--- src/rtl/adc_trig_pkg.sv ---
// Package: shared source codes and geometry for the trigger router.
// Assumes the 4-bit code space is fixed; event codes start at EVT_BASE.
package adc_trig_pkg;

    localparam int SEL_W    = 4;
    localparam int EVT_BASE = 5;

    typedef enum logic [SEL_W-1:0] {
        SRC_NONE = 4'd0,
        SRC_SWP  = 4'd1,
        SRC_SWL  = 4'd2,
        SRC_SCAN = 4'd3,
        SRC_SYNC = 4'd4
    } src_code_e;

endpackage

--- src/rtl/trig_cfg_reg.sv ---
// Module: configuration word holding one source code per slot.
// Does: stores the word on accepted writes, refuses writes while the
// converter is enabled and reports an error one cycle later.
// Assumes: single register, no address decode; reads are always live.
module trig_cfg_reg #(
    parameter int          W       = 32,
    parameter logic [W-1:0] RST_VAL = '0
) (
    input  logic         clk,
    input  logic         rst_n,
    input  logic         wr,
    input  logic [W-1:0] wdata,
    input  logic         lock,
    output logic [W-1:0] cfg_q,
    output logic         err_q
);

    // Hold the word; update only on unlocked writes.
    always_ff @(posedge clk) begin
        if (!rst_n) begin
            cfg_q <= RST_VAL;
        end else if (wr && !lock) begin
            cfg_q <= wdata;
        end
    end

    // Registered error response for refused writes.
    always_ff @(posedge clk) begin
        if (!rst_n) begin
            err_q <= 1'b0;
        end else begin
            err_q <= wr && lock;
        end
    end

    // locked write leaves the word unchanged and flags an error
    a_r8_locked_write: assert property (@(posedge clk) disable iff (!rst_n)
        (wr && lock) |=> (err_q && cfg_q == $past(cfg_q)));

    // unlocked write lands and raises no error
    a_r8_open_write: assert property (@(posedge clk) disable iff (!rst_n)
        (wr && !lock) |=> (!err_q && cfg_q == $past(wdata)));

    // no write means no error and no change
    a_r8_idle_quiet: assert property (@(posedge clk) disable iff (!rst_n)
        !wr |=> (!err_q && $stable(cfg_q)));

endmodule

--- src/rtl/trig_src_cond.sv ---
// Module: conditions the shared trigger sources.
// Does: keeps the self-clearing software trigger bit and turns the scan,
// synchronous and event inputs into one-cycle rising-edge pulses.
// Assumes: every input is already synchronous to clk.
module trig_src_cond #(
    parameter int N_EVT = 11
) (
    input  logic             clk,
    input  logic             rst_n,
    input  logic             sw_set,
    input  logic             scan_in,
    input  logic             sync_in,
    input  logic [N_EVT-1:0] evt_in,
    output logic             sw_pend,
    output logic             scan_rise,
    output logic             sync_rise,
    output logic [N_EVT-1:0] evt_rise
);

    logic             scan_d;
    logic             sync_d;
    logic [N_EVT-1:0] evt_d;

    // Software bit: set by a pulse, cleared once it has been issued.
    always_ff @(posedge clk) begin
        if (!rst_n) begin
            sw_pend <= 1'b0;
        end else begin
            sw_pend <= sw_set;
        end
    end

    // Previous-cycle copies of the scan and synchronous inputs.
    always_ff @(posedge clk) begin
        if (!rst_n) begin
            scan_d <= 1'b0;
            sync_d <= 1'b0;
        end else begin
            scan_d <= scan_in;
            sync_d <= sync_in;
        end
    end

    // Rising-edge pulses for the scan and synchronous inputs.
    always_comb begin
        scan_rise = scan_in && !scan_d;
        sync_rise = sync_in && !sync_d;
    end

    // One edge detector per event line.
    for (genvar e = 0; e < N_EVT; e++) begin : g_evt
        always_ff @(posedge clk) begin
            if (!rst_n) begin
                evt_d[e] <= 1'b0;
            end else begin
                evt_d[e] <= evt_in[e];
            end
        end
        assign evt_rise[e] = evt_in[e] && !evt_d[e];
    end

    // pending bit clears itself unless set again
    a_r3_pend_clears: assert property (@(posedge clk) disable iff (!rst_n)
        (sw_pend && !sw_set) |=> !sw_pend);

    // edge pulse never lasts two cycles
    a_r6_sync_single: assert property (@(posedge clk) disable iff (!rst_n)
        sync_rise |=> !sync_rise);

endmodule

--- src/rtl/trig_chan_sel.sv ---
// Module: per-slot source selector.
// Does: decodes one 4-bit code against the conditioned sources and
// registers the slot's start request.
// Assumes: the sources are single-cycle pulses except the level trigger.
module trig_chan_sel
    import adc_trig_pkg::*;
#(
    parameter int N_EVT = 11
) (
    input  logic             clk,
    input  logic             rst_n,
    input  logic [SEL_W-1:0] sel,
    input  logic             mute,
    input  logic             evt_en,
    input  logic             scan_inc,
    input  logic             sw_pend,
    input  logic             lvl_sw,
    input  logic             scan_rise,
    input  logic             sync_rise,
    input  logic [N_EVT-1:0] evt_rise,
    output logic             start_q
);

    logic [SEL_W-1:0] evt_idx;
    logic             evt_hit;
    logic             hit;

    // Event line chosen by codes at and above EVT_BASE.
    always_comb begin
        evt_idx = sel - SEL_W'(EVT_BASE);
        evt_hit = 1'b0;
        for (int e = 0; e < N_EVT; e++) begin
            if (int'(evt_idx) == e) begin
                evt_hit = evt_rise[e];
            end
        end
    end

    // Decode the slot's code into a trigger hit.
    always_comb begin
        case (sel)
            SRC_NONE: hit = 1'b0;
            SRC_SWP:  hit = sw_pend;
            SRC_SWL:  hit = lvl_sw;
            SRC_SCAN: hit = scan_rise && scan_inc;
            SRC_SYNC: hit = sync_rise;
            default:  hit = evt_en && evt_hit;
        endcase
    end

    // Registered start request, silenced in software-conversion mode.
    always_ff @(posedge clk) begin
        if (!rst_n) begin
            start_q <= 1'b0;
        end else begin
            start_q <= hit && !mute;
        end
    end

    // muted slot stays quiet
    a_r9_mute_quiet: assert property (@(posedge clk) disable iff (!rst_n)
        mute |=> !start_q);

    // code zero never triggers
    a_r2_none_quiet: assert property (@(posedge clk) disable iff (!rst_n)
        (sel == SRC_NONE) |=> !start_q);

    // event codes are dead while event input is disabled
    a_r7_evt_gate: assert property (@(posedge clk) disable iff (!rst_n)
        (!evt_en && sel >= SEL_W'(EVT_BASE)) |=> !start_q);

    // excluded slot ignores scan trigger
    a_r5_scan_mask: assert property (@(posedge clk) disable iff (!rst_n)
        (sel == SRC_SCAN && !scan_inc) |=> !start_q);

endmodule

--- src/rtl/adc_trig_route.sv ---
// Module: top of the per-slot conversion trigger router.
// Does: joins the configuration word, the shared source conditioning and
// one selector per slot.
// Assumes: all inputs synchronous to clk; reset is synchronous, active low.
module adc_trig_route
    import adc_trig_pkg::*;
#(
    parameter int N_CH  = 8,
    parameter int N_EVT = 11,
    parameter logic [N_CH*SEL_W-1:0] CFG_RST = (N_CH*SEL_W)'(32'h0000_0019)
) (
    input  logic                  clk,
    input  logic                  rst_n,
    input  logic                  cfg_wr,
    input  logic [N_CH*SEL_W-1:0] cfg_wdata,
    output logic [N_CH*SEL_W-1:0] cfg_rdata,
    output logic                  cfg_err,
    input  logic                  conv_en,
    input  logic                  swconv_en,
    input  logic                  evt_en,
    input  logic                  swtrig_set,
    input  logic                  lvl_swtrig,
    input  logic                  scan_trig,
    input  logic [N_CH-1:0]       scan_mask,
    input  logic                  sync_trig,
    input  logic [N_EVT-1:0]      evt_line,
    output logic [N_CH-1:0]       start_req
);

    localparam int CFG_W = N_CH * SEL_W;

    logic [CFG_W-1:0] cfg_q;
    logic             sw_pend;
    logic             scan_rise;
    logic             sync_rise;
    logic [N_EVT-1:0] evt_rise;

    trig_cfg_reg #(
        .W       (CFG_W),
        .RST_VAL (CFG_RST)
    ) u_cfg (
        .clk   (clk),
        .rst_n (rst_n),
        .wr    (cfg_wr),
        .wdata (cfg_wdata),
        .lock  (conv_en),
        .cfg_q (cfg_q),
        .err_q (cfg_err)
    );

    assign cfg_rdata = cfg_q;

    trig_src_cond #(
        .N_EVT (N_EVT)
    ) u_src (
        .clk       (clk),
        .rst_n     (rst_n),
        .sw_set    (swtrig_set),
        .scan_in   (scan_trig),
        .sync_in   (sync_trig),
        .evt_in    (evt_line),
        .sw_pend   (sw_pend),
        .scan_rise (scan_rise),
        .sync_rise (sync_rise),
        .evt_rise  (evt_rise)
    );

    // One selector per slot, each reading its own 4-bit field.
    for (genvar c = 0; c < N_CH; c++) begin : g_ch
        trig_chan_sel #(
            .N_EVT (N_EVT)
        ) u_sel (
            .clk       (clk),
            .rst_n     (rst_n),
            .sel       (cfg_q[c*SEL_W +: SEL_W]),
            .mute      (swconv_en),
            .evt_en    (evt_en),
            .scan_inc  (scan_mask[c]),
            .sw_pend   (sw_pend),
            .lvl_sw    (lvl_swtrig),
            .scan_rise (scan_rise),
            .sync_rise (sync_rise),
            .evt_rise  (evt_rise),
            .start_q   (start_req[c])
        );
    end

    // readback equals the word last accepted
    a_r10_read_live: assert property (@(posedge clk) disable iff (!rst_n)
        (cfg_wr && !conv_en) |=> cfg_rdata == $past(cfg_wdata));

    // held level keeps level-coded slots requesting
    a_r4_level_hold: assert property (@(posedge clk) disable iff (!rst_n)
        (lvl_swtrig && !swconv_en && cfg_q[SEL_W-1:0] == SRC_SWL) |=> start_req[0]);

endmodule

--- config.mk ---
export PLATFORM = sky130hd
export DESIGN_NAME = adc_trig_route
export DESIGN_NICKNAME = d
export VERILOG_FILES = /design/src/rtl/adc_trig_pkg.sv /design/src/rtl/trig_cfg_reg.sv /design/src/rtl/trig_src_cond.sv /design/src/rtl/trig_chan_sel.sv /design/src/rtl/adc_trig_route.sv
export SDC_FILE = /design/constraint.sdc
export NUM_CORES = 1
export LEC_CHECK = 0
export ABC_AREA = 1
export BUFFER_PORTS_ARGS = -buffer_cell sky130_fd_sc_hd__buf_2
export CAP_MARGIN = 20
export CORE_MARGIN = 1
export CORE_UTILIZATION = 52
export DETAILED_ROUTE_END_ITERATION = 8
export PLACE_DENSITY = 0.88
export SLEW_MARGIN = 20
export SYNTH_ARGS = -nofsm -noshare
export SYNTH_HDL_FRONTEND = slang
export SYNTH_SLANG_ARGS = --single-unit
--- constraint.sdc ---
create_clock -name clk -period 1.35 [get_ports clk]
set_input_delay 0.0675 -clock clk [delete_from_list [all_inputs] [get_ports clk]]
set_output_delay 0.0675 -clock clk [all_outputs]
set_load 0.05 [all_outputs]
==> qor.csv <==
stage,metric,value,unit
status,outcome,"finished, violations left",
status,violated checks,negative hold slack,
placement,pre-CTS setup slack,0.122,ns
grt,all-layer global routing usage,33.7,%
timing,endpoints failing hold,1,
timing,fmax,753,MHz
timing,final hold slack,-0.00528,ns
power_and_ir_drop,leakage,2.32,nW
floorplan,Row Count,28,
floorplan,Initial Utilization,54.9,%
drt,final WL,11400,µm
timing,Max-Slew Margin vs Limit,71.8,%
clock_network,CTS tree,yes,
final_layout,final core utilization,72.3,%
setup_path,CP startpoint kind,input port,
drt,met3 wire length,1420,µm
drt,drt drc,0,
clock_network,maximum buffer depth of the clock tree,2,
clock_network,CTS Root Buffer Type,clkbuf_8,
drt,Via Count,4286,
final_layout,Nets,753,
final_layout,share of cells above drive strength 1,28.3,%
drt,Vias/cell,5.58,
worst_hold_path,Tightest Hold Check Type,in2reg,
setup_path,crit-path max FO,26,
timing,clock skew,0.00908,ns
setup_path,CP Class,in2reg,
final_layout,Synth-to-Final Area Change,31.6,%
floorplan,Core Footprint,6030,µm²
grt,largest net degree at the start of global routing,52,
setup_path,CP cell instances,"dlygate4sd3_1, buf_2, inv_1, nor2_4, inv_2, buf_12, o21ai_0, a21oi_1",
timing,Slew @ Worst Pin,0.422,ns
drt,top layer in use,met4,
floorplan,chip width,81.8,µm
power_and_ir_drop,"IR drop worst, VDD",577,µV
synthesis,#FFs+latches synth,55,
synthesis,Cell variety after synth,16,
synthesis,Synth area leaders,"dfxtp_1 33%, nand2_1 24%, nand3_1 7.7%",
synthesis,Syn Inst Count,567,
floorplan,die area,6690,µm²
placement,hpwl dp,7370,µm
timing,fin worst setup slack,0.0211,ns
grt,vias in the first global route,3771,
setup_path,"slowest stage delay, CP",0.52,ns
timing,fin crit share,98.4,%
floorplan,boundary pin count,102,
final_layout,antenna cells,0,
setup_path,Worst EP required,1.56,ns
drt,routed length on met1,4190,µm
timing,Final setup viols,0,
synthesis,post-synth top area share,33.3,%
placement,port buffer count,101,
clock_network,"Reg clk slew, reported paths",0.10,ns
timing,fin crit period,1.33,ns
setup_path,crit path DAT,1.54,ns
drt,WL met2,5250,µm
drt,DRT antenna net count,0,
final_layout,"commonest non-fill, non-tap cell in the layout",nand2_1,
final_layout,FILL cells,461,
final_layout,most frequent cells in the layout,"207 x nand2_1, 100 x buf_2, 66 x inv_1, 50 x nand3_1, 46 x a21oi_1",
synthesis,post-synth top area cell,dfxtp_1,
timing,RSZ-0062 raised after global routing,yes,
floorplan,Die Y,81.8,µm
drt,drt first pass iters,7,
synthesis,Mapped Area,3310,µm²
setup_path,critical path's slowest cell,dlygate4sd3_1,
clock_network,Sink Count,55,
synthesis,Ys Warns,0,
power_and_ir_drop,Tot Pwr,4.23,mW
drt,Routed WL per cell,14.9,µm
clock_network,Skew-Pair Late Insertion Delay,0.32,ns
synthesis,sequential share of the synthesized area,33.3,%
run,Max-Cap Viols,0,
grt,initial antenna violation count,0,
setup_path,Crit path buffers/inverters,5,
setup_path,CP endpoint kind,flop,
synthesis,post-synthesis average cell area,5.84,µm²
setup_path,CP top delay family,buffers and inverters,
drt,Initial DRC Count,694,
power_and_ir_drop,Power Density,972,nW/µm²
synthesis,Synthesized Nets,628,
clock_network,H-tree Lvls,2,
grt,grt ovf,0,
grt,first-pass GRT wire length,17300,µm
clock_network,cts bufs inserted,5,
timing,Final Max Slew Viols,0,
placement,routability congestion estimate,1.04,
==> synth_stat cells (all sizes together) <==
library cell and number:
a21oi 47, buf 13, clkbuf 8, dfxtp 55
inv 79, nand2 211, nand3 51, nand4 3
nor2 66, o211ai 3, o21ai 31
==> path summary, 6_finish.rpt <==
kind,start,depth (start not counted),to,slack [ns]
setup reg to reg,u_cfg.cfg_q[20]$_SDFFE_PN0P_,8,g_ch[5].u_sel.start_q$_SDFF_PN0_,0.07
setup / recovery,cfg_wr,8,u_cfg.cfg_q[29]$_SDFFE_PN0P_,0.02
hold reg to reg,u_cfg.cfg_q[8]$_SDFFE_PN0P_,2,u_cfg.cfg_q[8]$_SDFFE_PN0P_,0.50
hold / removal,conv_en,3,u_cfg.err_q$_SDFF_PN0_,-0.005
==> metal layers <==
metal	track usage (%)	vias up
met2	54.8	332
li1	-	2001
met3	7.56	82
met1	40.8	1871
met5	0	-
met4	18.8	0
==> worst register-to-register path, delay by kind of cell, from the launching register on <==
family             cells  cell delay [ns]
and+or+nand+nor        7             0.73
AOI/OAI and AO/OA      1             0.06
DFF                    1             0.38
==> state kept, by name (all words and copies together) (netlist names) <==
register            flops
u_src.sync_d            1
g_ch.u_sel.start_q      8
u_src.sw_pend           1
u_src.scan_d            1
u_cfg.err_q             1
u_src.evt_d            11
u_cfg.cfg_q            32
==> cells by family (layout without fill, tap and decap cells) <==
kind of cell / count (synthesis) / count (layout) / share of synthesized area [%]
simple gates: 331 / 331 / 41.6
buf+inv: 100 / 226 / 12.4
flops: 55 / 55 / 33.3
compound gates: 81 / 81 / 12.7
==> power breakdown <==
group,internal (mW),switching [mW]
combinational,0.394,0.828
clock,0.602,0.569
sequential,1.73,0.108
total,2.73,1.51
==> final cells by class <==
class                      count  area [µm²]  share of cell area (%)
clock buffer                   6        82.6                    1.90
clock inverter                 2        35.0                   0.804
inverter                      79         297                    6.81
multi-input combinational    412        1840                    42.1
sequential                    55        1130                    25.9
tap                           75        93.8                    2.15
timing repair buffer         139         882                    20.3
==> timing repair <==
item	CTS	global route
hold endpoints to repair	18	0
setup buffers	0	2
resized for setup	0	19
hold buffers	18	0
endpoints found under the setup margin	0	19
==> through the flow <==
| stage | TNS, ns | hold WS (ns) | instance area (µm²) | instances |
|---|---|---|---|---|
| 2_1_floorplan | 0 | 0.161 | 3340 | 567 |
| 5_1_grt | -0.680 | 0.00710 | 4360 | 768 |
| 3_5_place_dp | 0 | 0.267 | 3970 | 740 |
| 3_3_place_gp | 0 | 0.262 | 3970 | 740 |
| 6_report | 0 | -0.00528 | 4360 | 768 |
| 4_1_cts | 0 | 0.000724 | 4270 | 766 |
Power figures use the tool's default switching activity.
